$ cat src/rtl/synth_cfg_pkg.sv
package synth_cfg_pkg;

  localparam int M_W     = 9;
  localparam int N_W     = 3;
  localparam int T_W     = 2;
  localparam int FRAME_W = T_W + N_W + M_W;

  // Field order matches the serial frame: selector in the top bits,
  // feedback code in the bottom bits.
  typedef struct packed {
    logic [T_W-1:0] t;
    logic [N_W-1:0] n;
    logic [M_W-1:0] m;
  } cfg_t;

  typedef enum logic [T_W-1:0] {
    TSEL_LOW   = 2'b00,
    TSEL_SDATA = 2'b01,
    TSEL_MDIV  = 2'b10,
    TSEL_FOUT  = 2'b11
  } tsel_e;

endpackage

$ cat src/rtl/cfg_sync_bank.sv
module cfg_sync_bank #(
  parameter int WIDTH  = 4,
  parameter int STAGES = 2
) (
  input  logic             clk,
  input  logic             arst,
  input  logic [WIDTH-1:0] din,
  output logic [WIDTH-1:0] q
);

  for (genvar i = 0; i < WIDTH; i++) begin : g_bit
    logic [STAGES-1:0] chain;

    always_ff @(posedge clk or posedge arst) begin
      if (arst) chain <= '0;
      else      chain <= {chain[STAGES-2:0], din[i]};
    end

    assign q[i] = chain[STAGES-1];
  end

endmodule

$ cat src/rtl/cfg_serial_shift.sv
module cfg_serial_shift #(
  parameter int WIDTH = 14
) (
  input  logic             clk,
  input  logic             arst,
  input  logic             shift_en,
  input  logic             sdata,
  output logic [WIDTH-1:0] q,
  output logic [WIDTH-1:0] q_next
);

  assign q_next = {q[WIDTH-2:0], sdata};

  always_ff @(posedge clk or posedge arst) begin
    if (arst)          q <= '0;
    else if (shift_en) q <= q_next;
  end

  AST_SHIFT_IDLE: assert property (@(posedge clk) disable iff (arst)
    !shift_en |=> $stable(q));

endmodule

$ cat src/rtl/cfg_test_mux.sv
module cfg_test_mux
  import synth_cfg_pkg::*;
(
  input  tsel_e sel,
  input  logic  force_low,
  input  logic  sdata,
  input  logic  mdiv,
  input  logic  fout,
  output logic  test_o
);

  always_comb begin
    case (sel)
      TSEL_SDATA: test_o = sdata;
      TSEL_MDIV:  test_o = mdiv;
      TSEL_FOUT:  test_o = fout;
      default:    test_o = 1'b0;
    endcase
    if (force_low) test_o = 1'b0;
  end

endmodule

$ cat src/rtl/synth_cfg_load.sv
module synth_cfg_load
  import synth_cfg_pkg::*;
#(
  parameter int SYNC_STAGES = 2
) (
  input  logic           clk,
  input  logic           mr,
  input  logic           par_load_n,
  input  logic [M_W-1:0] par_m,
  input  logic [N_W-1:0] par_n,
  input  logic           ser_clk,
  input  logic           ser_data,
  input  logic           ser_load,
  input  logic           mdiv_fb,
  input  logic           fout_clk,
  output logic [M_W-1:0] m_code,
  output logic [N_W-1:0] n_code,
  output logic           test_out
);

  localparam int CTRL_W = 4;

  logic [CTRL_W-1:0] ctrl_s;
  logic npl_s, sload_s, sclk_s, sdata_s;
  logic sload_prev, sclk_prev;
  logic sload_rise, sclk_rise, shift_en;
  logic [FRAME_W-1:0] shift_q, shift_next;
  cfg_t active;

  cfg_sync_bank #(.WIDTH(CTRL_W), .STAGES(SYNC_STAGES)) u_sync (
    .clk  (clk),
    .arst (mr),
    .din  ({par_load_n, ser_load, ser_clk, ser_data}),
    .q    (ctrl_s)
  );

  assign {npl_s, sload_s, sclk_s, sdata_s} = ctrl_s;

  always_ff @(posedge clk or posedge mr) begin
    if (mr) begin
      sload_prev <= 1'b0;
      sclk_prev  <= 1'b0;
    end else begin
      sload_prev <= sload_s;
      sclk_prev  <= sclk_s;
    end
  end

  assign sload_rise = sload_s & ~sload_prev;
  assign sclk_rise  = sclk_s & ~sclk_prev;
  assign shift_en   = npl_s & sclk_rise;

  cfg_serial_shift #(.WIDTH(FRAME_W)) u_shift (
    .clk      (clk),
    .arst     (mr),
    .shift_en (shift_en),
    .sdata    (sdata_s),
    .q        (shift_q),
    .q_next   (shift_next)
  );

  // Active register: reset and parallel mode load from pins; serial events
  // copy the shift register; otherwise the value is held (latched).
  always_ff @(posedge clk) begin
    if (mr)
      active <= '{t: '0, n: '0, m: par_m};
    else if (!npl_s)
      active <= '{t: '0, n: par_n, m: par_m};
    else if (sload_rise)
      active <= cfg_t'(shift_q);
    else if (sload_s && sclk_rise)
      active <= cfg_t'(shift_next);
  end

  assign m_code = active.m;
  assign n_code = active.n;

  cfg_test_mux u_tmux (
    .sel       (tsel_e'(active.t)),
    .force_low (~npl_s),
    .sdata     (sdata_s),
    .mdiv      (mdiv_fb),
    .fout      (fout_clk),
    .test_o    (test_out)
  );

  AST_PAR_FOLLOW: assert property (@(posedge clk) disable iff (mr)
    !npl_s |=> (m_code == $past(par_m) && n_code == $past(par_n)));

  AST_PAR_TEST_LOW: assert property (@(posedge clk) disable iff (mr)
    !npl_s |-> !test_out);

  AST_LOAD_COPY: assert property (@(posedge clk) disable iff (mr)
    (npl_s && sload_rise) |=> (active == $past(shift_q)));

  AST_SERIAL_HOLD: assert property (@(posedge clk) disable iff (mr)
    (npl_s && !sload_rise && !(sload_s && sclk_rise)) |=> $stable(active));

endmodule

$ cat config.mk
export PLATFORM = sky130hd
export DESIGN_NAME = synth_cfg_load
export DESIGN_NICKNAME = d
export VERILOG_FILES = /design/src/rtl/synth_cfg_pkg.sv /design/src/rtl/cfg_sync_bank.sv /design/src/rtl/cfg_serial_shift.sv /design/src/rtl/cfg_test_mux.sv /design/src/rtl/synth_cfg_load.sv
export SDC_FILE = /design/constraint.sdc
export NUM_CORES = 1
export LEC_CHECK = 0
export ABC_AREA = 1
export ABC_CLOCK_PERIOD_IN_PS = 1510
export BUFFER_PORTS_ARGS = -buffer_cell sky130_fd_sc_hd__buf_2
export CAP_MARGIN = 0
export CORE_ASPECT_RATIO = 0.5
export CORE_MARGIN = 2
export CORE_UTILIZATION = 47
export DETAILED_ROUTE_END_ITERATION = 7
export PLACE_DENSITY = 0.7
export SYNTH_ARGS = -nofsm -noshare
export SYNTH_HDL_FRONTEND = slang
export SYNTH_SLANG_ARGS = --single-unit
$ cat constraint.sdc
create_clock -name clk -period 1.51 [get_ports clk]
set_input_delay 0.302 -clock clk [delete_from_list [all_inputs] [get_ports clk]]
set_output_delay 0.302 -clock clk [all_outputs]
set_load 0.01 [all_outputs]
==> results of run 1 <==
metal layers:
layer  global-route usage (%)  part of all wire [%]
met5                        0                     0
met2                    22.52                    39
met4                    8.955                   2.3
met1                    21.41                    53
met3                    5.376                   6.1
worst max path at each step:
stage | from | slack (ns) | to | depth (start not counted)
after global routing | u_sync.g_bit[0].chain[1] | 0.02 | test_out | 5
final | u_sync.g_bit[0].chain[1] | 0.13 | test_out | 5
after global placement | u_sync.g_bit[2].chain[1] | 0.21 | m_code[8] | 5
after detailed placement | u_sync.g_bit[2].chain[1] | 0.17 | m_code[6] | 5
after CTS | u_sync.g_bit[3].chain[1] | 0.06 | test_out | 5
after floorplan | mr | 0.11 | m_code[0] | 2
state kept, by name (all words and copies together), names as in the netlist:
register,count
sclk_prev,1
u_shift.q,14
m_code,9
sload_prev,1
n_code,3
active,2
u_sync.g_bit.chain,8
report_power, final:
part           switching [mW]  total [mW]  internal (mW)
logic                   0.208       0.359          0.151
clock network           0.362       0.850          0.488
registers              0.0955        1.29           1.19
worst register-to-register path: cells and delay by family, from the launching register on:
kind	cells	cell delay, ns
DFF	1	0.47
and+or+nand+nor	3	0.38
buffers and inverters	2	0.21
metrics by stage:
stage          power, mW  hold slack [ns]  util, %  std cells
4_1_cts            2.516           0.1044    56.38        266
3_5_place_dp       1.670           0.3355    53.30        258
3_3_place_gp       1.660           0.3320    53.30        258
2_1_floorplan      1.589           0.1842        -        189
5_1_grt            2.627          0.09867    56.38        266
6_report           2.496           0.1112    56.38        266
layout make-up:
class | instances | area share, %
sequential | 38 | 49.87
multi-input combinational | 114 | 26.93
timing repair buffer | 37 | 10.80
clock buffer | 6 | 3.728
inverter | 18 | 3.663
tap | 51 | 3.278
clock inverter | 2 | 1.735
synth_stat cells:
| master | instances | area [um2] |
|---|---|---|
| sky130_fd_sc_hd__o21ai_2 | 1 | 8.760 |
| sky130_fd_sc_hd__edfxtp_1 | 9 | 270.3 |
| sky130_fd_sc_hd__inv_2 | 1 | 3.750 |
| sky130_fd_sc_hd__dfrtp_1 | 24 | 600.6 |
| sky130_fd_sc_hd__nand3_1 | 5 | 25.02 |
| sky130_fd_sc_hd__nand2_2 | 2 | 12.51 |
| sky130_fd_sc_hd__dfxtp_1 | 5 | 100.1 |
| sky130_fd_sc_hd__a21oi_1 | 8 | 40.04 |
| sky130_fd_sc_hd__o21ai_0 | 9 | 45.04 |
| sky130_fd_sc_hd__buf_2 | 2 | 10.01 |
| sky130_fd_sc_hd__a31oi_1 | 9 | 56.30 |
| sky130_fd_sc_hd__nand2_1 | 42 | 157.7 |
| sky130_fd_sc_hd__nand3_2 | 2 | 20.02 |
| sky130_fd_sc_hd__buf_4 | 14 | 105.1 |
| sky130_fd_sc_hd__nand4_1 | 3 | 18.77 |
| sky130_fd_sc_hd__nand2_4 | 1 | 11.26 |
| sky130_fd_sc_hd__nor2_1 | 30 | 112.6 |
| sky130_fd_sc_hd__inv_1 | 17 | 63.81 |
| sky130_fd_sc_hd__nor2_4 | 1 | 11.26 |
| sky130_fd_sc_hd__buf_6 | 3 | 33.78 |
| sky130_fd_sc_hd__o21ai_1 | 1 | 5.000 |
logic make-up (layout without fill, tap and decap cells):
kind of cell,count (synthesis),after routing,synth area share (%)
flops,38,38,56.73
simple gates,86,86,21.56
buf+inv,37,63,12.65
compound gates,28,28,9.064
repair_timing:
item	4_1_cts	5_1_grt
resized for setup	0	1
setup endpoints to repair	0	1
hold buffers	0	0
==> summary by stage, run 1 <==
Synth
The synthesized netlist occupies a cell area of 1712 um2. Synthesis inferred 38 register bits. The sequential fraction of the synthesis area is 56.73%. After technology mapping, the gate count stands at 189. The number of library cell types mapped by synthesis is 21.

The synthesized net count is 209. A synthesized cell averages 9.056 um2. For this run, the number of Yosys warnings is 0.

Timing
The smallest clock period supported by the final layout is computed as 1.376 ns. The max-slew violation count was 0. The slew at the pin closest to its max-slew limit is 0.4092 ns. For the final routed database, the setup TNS stands at 0 ns.

The maximum clock rate is 726.9 MHz. The headroom to the max-slew limit is 72.65%. In the finished design, the share of the clock period the worst path needs comes to 91.11%. The count of endpoints failing hold in the final timing report is 0. Setup repair after global routing left no endpoint under its margin. The worst path meets setup with 0.1342 ns of slack.

Setup violations remaining at the end of the flow were counted as 0. The post-route clock skew is 0.01133 ns.

Setup path
The signal on the critical path passes through a21oi_1 > nor2_1 > nand2_1 > inv_1 > buf_2. The slowest library cell on the worst path is sky130_fd_sc_hd__dfrtp_1. The worst register-to-register path begins at u_sync.g_bit[2].chain[1].

For flop-to-flop paths, the worst setup slack is 0.18 ns. The class of the most critical setup path is flop to output port. The critical path's top delay family is flip-flops.

In this run the critical register-to-register path is captured at m_code[7]. The largest stage delay on the critical path is 0.40 ns. The maximum fanout along the worst path is 3. The number of cells on the worst reg-to-reg path is 5. The type of destination of the critical path is an output port. For the worst setup path, the data required time is 1.21 ns. The kind of start point of the critical path is a flop.

The number of buffers and inverters on the critical path is 2. Data on the critical path arrives at its endpoint at 1.07 ns.

Hold path
The startpoint of the lowest-slack hold path is ser_clk. Along the worst hold path, the cell count comes to 1. The capture endpoint of the worst hold path is u_sync.g_bit[1].chain[0].

The worst hold path class is input pin to flop.

Global routing
The number of global-route vias before repair is 1037. The initial antenna violation count came to 0. Global routing used 15.88% of the available tracks. The pin count of the biggest net entering global routing is 29. Summed over all layers, the global routing overflow is 0. The first global-routing pass estimated 4650 um of wire.

Final layout
Cells with a size suffix above 1 make up 24.65% of the layout. Summing all multi-input logic gate instances after layout gives 524.3 um2. Leaving out fill and tap cells, the most frequent cells in the layout are sky130_fd_sc_hd__nand2_1 (42), sky130_fd_sc_hd__buf_2 (32), sky130_fd_sc_hd__nor2_1 (30).

Leaving out fill and tap cells, the most frequent cell in the layout is sky130_fd_sc_hd__nand2_1. From synthesis to final layout, the design area changed by 13.74%. At the end of the flow, the number of nets in the layout was 234. The final antenna diode count is 0. The filler cells instantiated in the layout total 337. The final instance area is 1947 um2.

The area used by sequential logic in the layout is 970.9 um2.

Detailed routing
The iteration count of the initial detailed-routing pass is 4. The count of vias placed by the detailed router is 1215. For this block, the routed nets add up to 2920 um of wire. In the routed layout, each cell is associated on average with a via count of 4.568.

The violation count after the first detailed-routing iteration is 50. The routed wire length per instance is 10.98 um. In this run the remaining antenna-violating nets after routing total 0. After detailed routing, the number of remaining DRC violations is 0.

Floorplanning
The count of boundary I/O pins is 33. The overall die height is 46.67 um. The die extent in x is 89.35 um.

The floorplan has 15 rows. The initial cell density of the core is 49.57%. In this run the standard cell core region covers 3453 um2. The die covers 4170 um2.

Place
Once detailed placement completed, the half-perimeter wirelength came to 2033 um. The pre-CTS setup slack is 0.1705 ns. The last weighted congestion value of the routability-driven placer is 0.8109.

The placed instances occupy a cell area of 1841 um2. The count of buffers added on input and output ports is 32.

Pwr
Power spread over the standard cell area amounts to 1282 nW/um2. VDD sags by at most 0.0006642 V. The static leakage is 0.9573 nW.

Clock tree
The buffers inserted during post-CTS setup optimization is 0. TritonCTS built the clock tree. TritonCTS created 5 clock buffers. The longest clock path from root to sink contains 2 buffers. For this design, the sink count on the clock tree is 38. The clock-pin transition on the worst setup and hold timing paths is 0.07 ns. CTS placed an instance of sky130_fd_sc_hd__clkbuf_8 at the clock tree root. The H-tree depth is 2. Clock latency on the worst-skew pair, taken at its later pin, is 0.30 ns.

Run status
The run finished with clean final reports.

Job
The tool flagged a number of max-cap violations equal to 0.
Note: power is estimated with default switching activity, not from simulation.
==> inputs of run 2 (changes only) <==
==> constraint.sdc (replaced) <==
create_clock -name clk -period 1.51 [get_ports clk]
set_input_delay 0.151 -clock clk [delete_from_list [all_inputs] [get_ports clk]]
set_output_delay 0.151 -clock clk [all_outputs]
set_load 0.01 [all_outputs]
==> run 2 against run 1 <==
Highest routed layer unchanged. Flip-flop and latch count is the same. Die area did not move. Critical endpoint unchanged. Routed wire length grew 5.7%. Count of clock-buffer cells in the layout is 1 lower.
==> summary by stage, run 2 (same netlist as run 1, synthesis figures left out) <==
Detailed routing
The overall routed net length was 3087 um (was 2920 um). The routed wire length per instance is 11.39 um (was 10.98 um). The wire length on met1 is 1374 um (was 1538 um). The count of vias placed by the detailed router is 1243 (was 1215). The routed wire length on met3 is 192 um (was 178 um). The violation count after the first detailed-routing iteration is 57 (was 50). The detailed-routed wire length on met2 is 1508 um (was 1134 um). The uppermost layer routed is met4 (unchanged). The post-detailed-route count of antenna-violating nets is 0 (unchanged).

The via-per-instance ratio is 4.587 (was 4.568). The iteration count of the initial detailed-routing pass is 4 (unchanged). The number of design rule violations left after detail routing is 0 (unchanged).

Final layout
The largest register by flop count is u_shift.q (unchanged). Most frequent cells in the layout: sky130_fd_sc_hd__nand2_1 (42), sky130_fd_sc_hd__buf_2 (32), sky130_fd_sc_hd__nor2_1 (30) (unchanged). The final instance area is 1986 um2 (was 1947 um2).

The flip-flop count of the largest register after layout is 14 (unchanged). The area of the multi-input gates is 524.3 um2 (unchanged). The most common cell after layout, fill and taps aside is sky130_fd_sc_hd__nand2_1 (unchanged).

The final antenna diode count is 0 (unchanged). The area added between synthesis and finish is 16.01% (was 13.74%). The layout cell share with drive strength beyond 1 is 24.09% (was 24.65%). The area used by sequential logic in the layout came to 972.2 um2 (was 970.9 um2).

The number of filler instances in the final layout came to 323 (was 337). The number of nets in the layout was 239 (was 234).

Setup path
The class of the most critical setup path is flop to output port (unchanged). The required arrival time at the worst endpoint was 1.36 ns (was 1.21 ns). The most frequent cell on the critical path is sky130_fd_sc_hd__inv_1. CP cell instances: inv_1 > nor2_1 > nand2_1 > inv_1 > buf_2 (was a21oi_1 > nor2_1 > nand2_1 > inv_1 > buf_2). The kind of start point of the critical path is a flop (unchanged). The type of destination of the critical path is an output port (unchanged).

The number of buffers and inverters on the critical path was 3 (was 2). The data arrival time of the critical path is 1.26 ns (was 1.07 ns). The number of cells on the worst reg-to-reg path is 6 (was 5). The slowest library cell on the worst path is sky130_fd_sc_hd__dfrtp_2 (was sky130_fd_sc_hd__dfrtp_1). The critical path's top delay family is flip-flops (unchanged). The largest stage delay on the critical path came to 0.47 ns (was 0.40 ns). The startpoint of the worst register-to-register path is sload_prev (was u_sync.g_bit[2].chain[1]).

The setup slack on the worst flop-to-flop path is 0.13 ns (was 0.18 ns). The maximum fanout along the worst path is 7 (was 3). The critical register-to-register path endpoint is m_code[5] (was m_code[7]).

Timing
The setup-violating endpoint count in the final report is 0 (unchanged). The final clock period utilization by the worst path is 93.76% (was 91.11%). The setup slack of the critical path after layout is 0.09425 ns (was 0.1342 ns). The maximum clock rate is 706.3 MHz (was 726.9 MHz). The max-slew violation count is 0 (unchanged). The minimum clock period after layout was 1.416 ns (was 1.376 ns). The sum of negative setup slack is 0 ns (unchanged). The headroom to the max-slew limit was 79.81% (was 72.65%).

The slew at the pin closest to its max-slew limit is 0.3029 ns (was 0.4092 ns). The worst-case hold slack is 0.1747 ns (was 0.1112 ns). The count of endpoints failing hold in the final timing report is 0 (unchanged). RSZ-0062 raised after global routing: false (unchanged).

The post-route clock skew was 0.01006 ns (was 0.01133 ns).

Run status
Result of the run: finished clean (unchanged).

Hold path
The startpoint of the lowest-slack hold path was par_n[0] (was ser_clk). The capture endpoint of the worst hold path is n_code[0] (was u_sync.g_bit[1].chain[0]). The count of cells along the worst hold path is 5 (was 1). The worst hold path class is input pin to flop (unchanged).

Floorplanning
The number of rows in the core area came to 15 (unchanged). The overall die height was 46.67 um (unchanged). The area enclosed by the die boundary is 4170 um2 (unchanged). The initial cell density of the core was 49.57% (unchanged).

The die extent in x was 89.35 um (unchanged). The standard cell core area is 3453 um2 (unchanged). The count of boundary I/O pins is 33 (unchanged).

Clock tree
The clock latency reported for the late side of the worst-skew pair came to 0.29 ns (was 0.30 ns). The H-tree depth came to 2 (unchanged). The maximum count of clock buffers along a single path is 2 (unchanged). The buffers inserted during post-CTS setup optimization is 0 (unchanged). The total clock buffers created by CTS is 5 (unchanged). The cell at the root of the clock tree is sky130_fd_sc_hd__clkbuf_8 (unchanged). The clock-pin transition on the worst setup and hold timing paths is 0.07 ns (about the same).

The number of sinks on the clock net is 38 (unchanged). The TritonCTS clock tree is yes (unchanged).

Place
The last weighted congestion value of the routability-driven placer is 0.8350 (was 0.8109). The pre-CTS setup slack was 0.1397 ns (was 0.1705 ns). The total cell area at the placement stage is 1849 um2 (was 1841 um2). The number of input and output port buffers inserted is 32 (unchanged). The half-perimeter wire length after detailed placement is 2184 um (was 2033 um).

Pwr
The static leakage is 0.9761 nW (was 0.9573 nW). The total power divided by cell area was 1171 nW/um2 (was 1282 nW/um2). The worst vdd rail ir drop came to 0.0006785 V (was 0.0006642 V).

Global routing
The number of global-route vias before repair was 1168 (was 1037). The pin count of the biggest net entering global routing is 29 (unchanged). The initial antenna violation count was 0 (unchanged).

The total routing usage reported by global routing is 16.75% (was 15.88%). The aggregate global routing overflow is 0 (unchanged). The first-pass GRT wire length is 4961 um (was 4650 um).

Job
The total of max-cap violations is 0 (unchanged).
==> run 2: stage by stage <==
step                      utilization (%)  instances  power [mW]
final                               57.50        271       2.326
after global routing                57.50        271       2.455
after CTS                           57.46        271       2.348
after detailed placement            53.55        258       1.683
after global placement              53.55        258       1.662
after floorplan                         -        189       1.588
==> run 2: final cells by class <==
cell class	count	share of cell area, %
multi-input combinational	114	26.40
timing repair buffer	42	13.74
sequential	38	48.96
tap	51	3.214
inverter	18	3.403
clock inverter	3	0.8192
clock buffer	5	3.466
==> run 2: routing by layer <==
metal,global-route usage (%),up-vias
li1,-,652
met1,18.16,560
met2,30.81,29
met3,7.168,2
met4,4.478,0
met5,0,-
==> run 2: where the power goes <==
part	switching, mW	internal [mW]
clock network	0.339	0.316
registers	0.0986	1.19
logic	0.217	0.162
total	0.655	1.67
==> run 2: what timing repair did <==
action                                  in CTS  in global routing
resized for setup                            0                  1
endpoints found under the setup margin       0                  1
hold buffers                                 5                  0
hold endpoints to repair                    21                  0
==> run 2: tightest hold or removal path: stages <==
cell	delay [ns]
sky130_fd_sc_hd__buf_2	0.07
sky130_fd_sc_hd__nand2_1	0.04
sky130_fd_sc_hd__nand2_1	0.05
sky130_fd_sc_hd__nor2_1	0.03
sky130_fd_sc_hd__nor2_1	0.07
==> run 2: worst max path at each step <==
stage / slack, ns / cells past startpoint / start / endpoint
2_1_floorplan: 0.08 / 2 / mr / m_code[0]
3_3_place_gp: 0.20 / 6 / sload_prev / m_code[1]
3_5_place_dp: 0.14 / 6 / sload_prev / m_code[1]
4_1_cts: 0.03 / 5 / u_sync.g_bit[3].chain[1] / test_out
5_1_grt: 0.02 / 5 / u_sync.g_bit[2].chain[1] / m_code[5]
6_report: 0.09 / 5 / u_sync.g_bit[3].chain[1] / test_out
